**src/rtl/clkseq_pkg.sv**
```systemverilog
package clkseq_pkg;

  localparam int MULT_W  = 2;
  localparam int DIV_W   = 3;
  localparam int SEL_W   = 3;
  localparam int CNT_W   = 8;
  localparam int PRE_W   = 12;
  localparam int ADDR_W  = 2;
  localparam int RATIO_W = MULT_W + 2 * DIV_W;

  localparam logic [ADDR_W-1:0] ADDR_RATIO = 2'd0;
  localparam logic [ADDR_W-1:0] ADDR_SETL  = 2'd1;
  localparam logic [ADDR_W-1:0] ADDR_CNT   = 2'd2;

  typedef struct packed {
    logic [DIV_W-1:0]  pdiv;
    logic [DIV_W-1:0]  cdiv;
    logic [MULT_W-1:0] mult;
  } ratio_t;

  // terminal value of the prescaler for a given select code
  function automatic logic [PRE_W-1:0] presc_lim(input logic [SEL_W-1:0] sel);
    int unsigned e;
    case (sel)
      3'd0:    e = 0;
      3'd1:    e = 2;
      3'd2:    e = 4;
      3'd3:    e = 5;
      3'd4:    e = 6;
      3'd5:    e = 8;
      3'd6:    e = 10;
      default: e = 12;
    endcase
    return PRE_W'((32'd1 << e) - 32'd1);
  endfunction

endpackage

```
**src/rtl/clkseq_rate_gen.sv**
```systemverilog
module clkseq_rate_gen #(
  parameter int MULT_W = 2,
  parameter int DIV_W  = 3
) (
  input  logic              clk,
  input  logic              rst_n,
  input  logic              clr,
  input  logic [MULT_W-1:0] mult_f,
  input  logic [DIV_W-1:0]  div_f,
  output logic              tick
);

  localparam int ACC_W = MULT_W + DIV_W + 1;

  logic [ACC_W-1:0] acc_q, acc_d, sum, thr;

  // fractional rate: add (M+1) each cycle, fire at 2^MULT_W * (D+1)
  always_comb begin
    sum  = acc_q + ACC_W'(mult_f) + ACC_W'(1);
    thr  = ACC_W'(ACC_W'(div_f) + ACC_W'(1)) << MULT_W;
    tick = (sum >= thr);
    if (clr)       acc_d = '0;
    else if (tick) acc_d = sum - thr;
    else           acc_d = sum;
  end

  always_ff @(posedge clk or negedge rst_n) begin
    if (!rst_n) acc_q <= '0;
    else        acc_q <= acc_d;
  end

endmodule

```
**src/rtl/clkseq_settle.sv**
```systemverilog
module clkseq_settle
  import clkseq_pkg::*;
#(
  parameter int CNT_W_P = CNT_W,
  parameter int SEL_W_P = SEL_W,
  parameter int PRE_W_P = PRE_W
) (
  input  logic               clk,
  input  logic               rst_n,
  input  logic               start,
  input  logic               ptick,
  input  logic [SEL_W_P-1:0] sel,
  input  logic               cnt_we,
  input  logic [CNT_W_P-1:0] cnt_wdata,
  output logic               busy,
  output logic               ovf
);

  logic               busy_q, busy_d;
  logic [CNT_W_P-1:0] cnt_q, cnt_d;
  logic [PRE_W_P-1:0] pre_q, pre_d, pre_top;
  logic               cnt_tick;

  always_comb begin
    pre_top  = PRE_W_P'(presc_lim(SEL_W'(sel)));
    cnt_tick = busy_q && ptick && (pre_q == pre_top);
    ovf      = cnt_tick && (cnt_q == '1);

    busy_d = busy_q;
    if (start)    busy_d = 1'b1;
    else if (ovf) busy_d = 1'b0;

    pre_d = pre_q;
    if (start)                 pre_d = '0;
    else if (busy_q && ptick)  pre_d = cnt_tick ? '0 : pre_q + PRE_W_P'(1);

    cnt_d = cnt_q;
    if (cnt_we)        cnt_d = cnt_wdata;
    else if (cnt_tick) cnt_d = cnt_q + CNT_W_P'(1);
  end

  always_ff @(posedge clk or negedge rst_n) begin
    if (!rst_n) begin
      busy_q <= 1'b0;
      pre_q  <= '0;
      cnt_q  <= '0;
    end else begin
      busy_q <= busy_d;
      pre_q  <= pre_d;
      cnt_q  <= cnt_d;
    end
  end

  assign busy = busy_q;

endmodule

```
**src/rtl/clkseq_regs.sv**
```systemverilog
module clkseq_regs
  import clkseq_pkg::*;
(
  input  logic               clk,
  input  logic               rst_n,
  input  logic               wr_en,
  input  logic [ADDR_W-1:0]  wr_addr,
  input  logic [RATIO_W-1:0] wr_data,
  input  logic               busy,
  input  logic               ovf,
  input  logic               both_tick,
  output ratio_t             appl,
  output ratio_t             pend,
  output logic [SEL_W-1:0]   sel,
  output logic               start,
  output logic               apply_div,
  output logic               cnt_we
);

  ratio_t           appl_q, appl_d, pend_q, pend_d, new_r;
  logic             run_q, run_d;
  logic [SEL_W-1:0] sel_q, sel_d;
  logic             wr_ratio, wr_setl, mult_chg, accept;

  always_comb begin
    new_r    = ratio_t'(wr_data);
    wr_ratio = wr_en && (wr_addr == ADDR_RATIO);
    wr_setl  = wr_en && (wr_addr == ADDR_SETL);
    cnt_we   = wr_en && (wr_addr == ADDR_CNT);
    mult_chg = (new_r.mult != appl_q.mult);
    accept   = wr_ratio && !busy && !(mult_chg && run_q);
    start    = accept && mult_chg;

    pend_d = pend_q;
    if (accept) pend_d = new_r;

    apply_div = !busy && (pend_q != appl_q) && (pend_q.mult == appl_q.mult) && both_tick;
    appl_d = appl_q;
    if (ovf || apply_div) appl_d = pend_q;

    run_d = run_q;
    sel_d = sel_q;
    if (wr_setl) begin
      run_d = wr_data[0];
      sel_d = wr_data[SEL_W:1];
    end
  end

  always_ff @(posedge clk or negedge rst_n) begin
    if (!rst_n) begin
      appl_q <= '0;
      pend_q <= '0;
      run_q  <= 1'b0;
      sel_q  <= '0;
    end else begin
      appl_q <= appl_d;
      pend_q <= pend_d;
      run_q  <= run_d;
      sel_q  <= sel_d;
    end
  end

  assign appl = appl_q;
  assign pend = pend_q;
  assign sel  = sel_q;

endmodule

```
**src/rtl/clkseq_top.sv**
```systemverilog
module clkseq_top
  import clkseq_pkg::*;
(
  input  logic              clk,
  input  logic              rst_n,
  input  logic              wr_en,
  input  logic [ADDR_W-1:0] wr_addr,
  input  logic [RATIO_W-1:0] wr_data,
  output logic              core_ce,
  output logic              per_ce,
  output logic              ck_ext,
  output logic              settling,
  output logic [MULT_W-1:0] act_mult,
  output logic [DIV_W-1:0]  act_cdiv,
  output logic [DIV_W-1:0]  act_pdiv
);

  localparam int NDOM = 2;   // 0: core, 1: peripheral

  logic [1:0]       rst_pipe;
  logic             srst_n;
  ratio_t           appl, pend, cfg;
  logic [SEL_W-1:0] sel;
  logic             start, apply_div, cnt_we, busy, ovf, clr;
  logic [NDOM-1:0]  tick;
  logic [NDOM-1:0][DIV_W-1:0] div_sel;
  logic             ck_q, ck_d;

  // asynchronous assert, synchronous release
  always_ff @(posedge clk or negedge rst_n) begin
    if (!rst_n) rst_pipe <= '0;
    else        rst_pipe <= {rst_pipe[0], 1'b1};
  end
  assign srst_n = rst_pipe[1];

  clkseq_regs u_regs (
    .clk(clk), .rst_n(srst_n), .wr_en(wr_en), .wr_addr(wr_addr), .wr_data(wr_data),
    .busy(busy), .ovf(ovf), .both_tick(&tick),
    .appl(appl), .pend(pend), .sel(sel), .start(start), .apply_div(apply_div), .cnt_we(cnt_we)
  );

  // during a pause the rate generators already run at the new ratios
  always_comb begin
    cfg        = busy ? pend : appl;
    div_sel[0] = cfg.cdiv;
    div_sel[1] = cfg.pdiv;
    clr        = start || ovf || apply_div;
  end

  for (genvar g = 0; g < NDOM; g++) begin : g_dom
    clkseq_rate_gen #(.MULT_W(MULT_W), .DIV_W(DIV_W)) u_rate (
      .clk(clk), .rst_n(srst_n), .clr(clr),
      .mult_f(cfg.mult), .div_f(div_sel[g]), .tick(tick[g])
    );
  end

  clkseq_settle u_settle (
    .clk(clk), .rst_n(srst_n), .start(start), .ptick(tick[1]), .sel(sel),
    .cnt_we(cnt_we), .cnt_wdata(wr_data[CNT_W-1:0]), .busy(busy), .ovf(ovf)
  );

  always_comb ck_d = ck_q ^ tick[0];

  always_ff @(posedge clk or negedge srst_n) begin
    if (!srst_n) ck_q <= 1'b0;
    else         ck_q <= ck_d;
  end

  assign core_ce  = tick[0] && !busy;
  assign per_ce   = tick[1] && !busy;
  assign ck_ext   = ck_q;
  assign settling = busy;
  assign act_mult = appl.mult;
  assign act_cdiv = appl.cdiv;
  assign act_pdiv = appl.pdiv;

endmodule

```
**config.mk**
```make
export PLATFORM = sky130hd
export DESIGN_NAME = clkseq_top
export DESIGN_NICKNAME = d
export VERILOG_FILES = /design/src/rtl/clkseq_pkg.sv /design/src/rtl/clkseq_rate_gen.sv /design/src/rtl/clkseq_settle.sv /design/src/rtl/clkseq_regs.sv /design/src/rtl/clkseq_top.sv
export SDC_FILE = /design/constraint.sdc
export NUM_CORES = 1
export LEC_CHECK = 0
export BUFFER_PORTS_ARGS = -buffer_cell sky130_fd_sc_hd__buf_2
export CORE_AREA = 2 2 126 79
export CTS_CLUSTER_SIZE = 14
export DETAILED_ROUTE_END_ITERATION = 12
export DIE_AREA = 0 0 128 81
export SLEW_MARGIN = 20
export SYNTH_ARGS = -nofsm -noshare
export SYNTH_HDL_FRONTEND = slang
export SYNTH_SLANG_ARGS = --single-unit
```
**constraint.sdc**
```tcl
create_clock -name clk -period 4.6 [get_ports clk]
set_clock_uncertainty 0.15 [all_clocks]
set_input_delay 0.23 -clock clk [delete_from_list [all_inputs] [get_ports clk]]
set_output_delay 0.23 -clock clk [all_outputs]
set_load 0.01 [all_outputs]
```
==> results.py <==
metrics = {
    "sta": {
        "grt_setup_unrepaired": "no",
        "slew_violations": 0,
        "finalWorstSetupSlack_ns": 0.434,
        "tns_ns": 0,
        "min_period_over_period_pct": 90.6,
        "finalSetupViolations": 0,
        "slew_headroom_pct": 34.8,
        "finalWorstPathRequiredPeriod_ns": 4.17,
        "max_slew.worst_pin.slew_ns": 0.974,
        "max_clock_freq_ghz": 0.240,
        "report.final.hold_viol_count": 0,
    },
    "placement": {
        "io_buffer_count": 24,
        "estimated_wirelength_of_the_detail_placed_design_mm": 5.83,
        "place.detailed.instances": 487,
        "detailedPlace.worstSlack_ns": 0.392,
        "placed_area_sq_um": 3750,
        "place_congestion": 0.791,
    },
    "global_routing": {
        "number_of_antenna_violations_at_the_first_check_in_global_routing": 0,
        "grt_start_max_net_pins": 55,
        "gr-total-overflow": 0,
        "grt_pass1_wl_mm": 13.0,
        "number_of_global_route_vias_before_repair": 2562,
        "grt_use_total_pct": 16.1,
    },
    "logic_synthesis": {
        "yosysSeqAreaShare_pct": 40.2,
        "mapped_cells": 348,
        "yosys-top-cells-area": "sky130_fd_sc_hd__dfrtp_1, sky130_fd_sc_hd__mux2_2, sky130_fd_sc_hd__xnor2_1",
        "number_of_warning_messages_in_the_yosys_log": 0,
        "mappedNetlistArea_sq_um": 3490,
        "synth_flop_cell": "sky130_fd_sc_hd__dfrtp_1",
        "yosys.cell_types.count": 51,
        "postSynth.asyncResetShare_pct": 100,
        "edff_count_synth": 0,
        "postSynthAreaPerCell_sq_um": 10.0,
        "post-synth-top-area-cell": "sky130_fd_sc_hd__dfrtp_1",
        "synth-seq-cells": 56,
        "yosysTopAreaCellShare_pct": 40.2,
    },
    "drt": {
        "wl_mm": 7.72,
        "avgRoutedWirePerCell_um": 15.6,
        "route.vias.total": 2579,
        "ant_nets": 0,
        "route.detailed.vias_per_inst": 5.20,
        "detailed_router_iteration_count_before_antenna_repair": 4,
        "post-route-drc-count": 0,
        "initialDrtViolationCount": 100,
    },
    "flow_run": {
        "maxCapViolCount": 0,
    },
    "cts": {
        "clkLatencyLatePin_ns": 0.30,
        "clock-sinks": 56,
        "clock_tree.root_cell": "sky130_fd_sc_hd__clkbuf_16",
        "cts-buffers-inserted": 5,
        "tritoncts": "done",
        "clk_pin_slew_ns": 0.08,
        "cts_buffer_depth": 2,
        "h-tree-depth": 2,
        "cts_resized": 0,
    },
    "die": {
        "coreArea_sq_um": 9390,
        "initial_utilization_pct": 37.2,
        "chipHeight_um": 81,
        "floorplan.die.width_um": 128,
        "die_area_sq_um": 10400,
        "std_cell_rows": 28,
        "num_io_pins": 25,
    },
    "power": {
        "power_switching_share_pct": 40.6,
        "p_int_w": 0.00136,
        "psw_w": 0.000931,
        "combinationalPowerShare_pct": 50.0,
        "power.share.sequential_pct": 32.9,
        "power_leakage_nw": 1.78,
        "power.ir.vdd_worst_uv": 216,
        "share_clk_of_total_power_pct": 17.0,
        "report.power.total_w": 0.00229,
        "cellPowerDensity_nw_per_um2": 587,
    },
    "layout": {
        "final_common_cell": "sky130_fd_sc_hd__dfrtp_1",
        "syn_to_final_growth_pct": 12.0,
        "highest_count_cells_in_the_layout_ignoring_fill_and_taps": "sky130_fd_sc_hd__dfrtp_1, sky130_fd_sc_hd__nor2_1, sky130_fd_sc_hd__mux2_2, sky130_fd_sc_hd__xnor2_1, sky130_fd_sc_hd__buf_2",
        "antenna-diode-count": 0,
        "final_layout_size_suffix_gt1_share_pct": 19.1,
        "layout.nets": 409,
        "design_area_sq_um": 3910,
        "final-instance-count-excl-fill": 496,
        "num-fill-cells": 900,
    },
    "setup_path": {
        "critPathRequiredTime_ns": 4.67,
        "critPathCaptureType": "flop",
        "cp_data_arrival_time_ns": 4.24,
        "worst-path-max-fanout": 12,
        "worstSetupStartpointType": "flop",
        "criticalPathCategory": "reg2reg",
    },
    "hold_path": {
        "hold_class": "in2reg",
    },
    "status": {
        "run_status": "finished, final reports clean",
    },
}
==> cells by family (layout without fill, tap and decap cells) <==
| kind of cell | count (synthesis) | after routing | share of synthesized area (%) |
|---|---|---|---|
| buf+inv | 30 | 57 | 3.62 |
| xor+xnor | 41 | 41 | 10.3 |
| other cells | 1 | 2 | 0.108 |
| mux | 36 | 36 | 11.3 |
| flops | 56 | 56 | 40.2 |
| fa+ha+maj | 21 | 21 | 8.39 |
| simple gates | 114 | 114 | 16.7 |
| compound gates | 49 | 49 | 9.36 |
==> flip-flops by register name, indices dropped and copies added, names as in the netlist <==
signal,cells
u_settle.busy,1
u_regs.run_q,1
u_settle.cnt_q,8
u_settle.pre_q,12
u_regs.sel,3
rst_pipe,2
u_regs.appl,8
g_dom.u_rate.acc_q,12
u_regs.pend,8
ck_ext,1
==> critical path, stage by stage, from the launching register on <==
cell	delay, ns
sky130_fd_sc_hd__dfrtp_1	0.46
sky130_fd_sc_hd__mux2i_1	0.25
sky130_fd_sc_hd__ha_1	0.22
sky130_fd_sc_hd__inv_1	0.05
sky130_fd_sc_hd__fa_1	0.41
sky130_fd_sc_hd__xnor2_1	0.22
sky130_fd_sc_hd__ha_1	0.18
sky130_fd_sc_hd__inv_1	0.06
sky130_fd_sc_hd__fa_1	0.40
sky130_fd_sc_hd__or3_1	0.43
sky130_fd_sc_hd__o22ai_1	0.24
sky130_fd_sc_hd__nor2_1	0.12
sky130_fd_sc_hd__o2111ai_1	0.20
sky130_fd_sc_hd__o211ai_1	0.47
sky130_fd_sc_hd__nor2_1	0.22
==> path summary, 6_finish.rpt <==
| kind | startpoint | cells past startpoint | slack [ns] | to |
|---|---|---|---|---|
| setup / recovery | u_regs.appl[0]$_DFFE_PN0P_ | 14 | 0.43 | g_dom[1].u_rate.acc_q[3]$_DFF_PN0_ |
| setup reg to reg | u_regs.appl[0]$_DFFE_PN0P_ | 14 | 0.43 | g_dom[1].u_rate.acc_q[3]$_DFF_PN0_ |
| min in group asynchronous | rst_n | 2 | 0.10 | rst_pipe[1]$_DFF_PN0_ |
| hold reg to reg | rst_pipe[0]$_DFF_PN0_ | 0 | 0.20 | rst_pipe[1]$_DFF_PN0_ |
| hold / removal | wr_data[6] | 2 | 0.03 | u_regs.pend[6]$_DFFE_PN0P_ |
| max in group asynchronous | rst_pipe[1]$_DFF_PN0_ | 1 | 3.60 | u_regs.appl[3]$_DFFE_PN0P_ |
==> stage by stage <==
step | hold slack [ns] | util, %
floorplan | -0.216 | -
global placement | -0.135 | 39.9
detailed placement | -0.134 | 39.9
CTS | 0.0242 | 41.6
global route | 0.0310 | 41.6
finish | 0.0334 | 41.6
==> metal layers <==
| layer | share of wire (%) | GRT usage (%) |
|---|---|---|
| met5 | 0 | 0 |
| met4 | 0.95 | 3.30 |
| met3 | 4.3 | 3.36 |
| met2 | 42 | 23.0 |
| met1 | 53 | 24.8 |
==> Yosys cell counts (all sizes together), types with 2 or more instances <==
master / count
a211oi: 2
nand4: 5
nor3: 5
o211ai: 2
nand3: 12
nor2b: 3
nor2: 43
o2111ai: 2
a211o: 2
mux2: 28
nor4: 6
nand3b: 2
and4: 2
buf: 6
a31oi: 7
xor2: 15
o21a: 3
inv: 18
fa: 4
nand2: 18
mux2i: 8
clkbuf: 6
ha: 17
nor4b: 2
and4b: 3
o41ai: 2
xnor2: 26
a21o: 3
a21oi: 11
o21ai: 9
nand4b: 2
or3: 6
dfrtp: 56
==> power groups by stage <==
stage	clock network, W	registers [W]	logic [W]
6_report	0.000390	0.000755	0.00115
5_1_grt	0.000423	0.000776	0.00132
4_1_cts	0.000405	0.000755	0.00116
3_5_place_dp	0	0.000762	0.00115
3_3_place_gp	0	0.000760	0.00111
2_1_floorplan	0	0.000717	0.000909
==> repair_timing <==
action,in CTS,in global routing
buffers inserted,0,0
hold endpoints to repair,2,0
hold buffers,1,0
==> cell type report <==
class                           instances  area (sq um)  area share [%]
Clock inverter                          3          22.5           0.576
Clock buffer                            5           125            3.20
Inverter                               18          67.6            1.73
Tap cell                              120           150            3.84
Multi-Input combinational cell        263          1960            50.3
Timing Repair Buffer                   31           175            4.48
Sequential cell                        56          1400            35.9
Note: power is estimated with default switching activity, not from simulation.
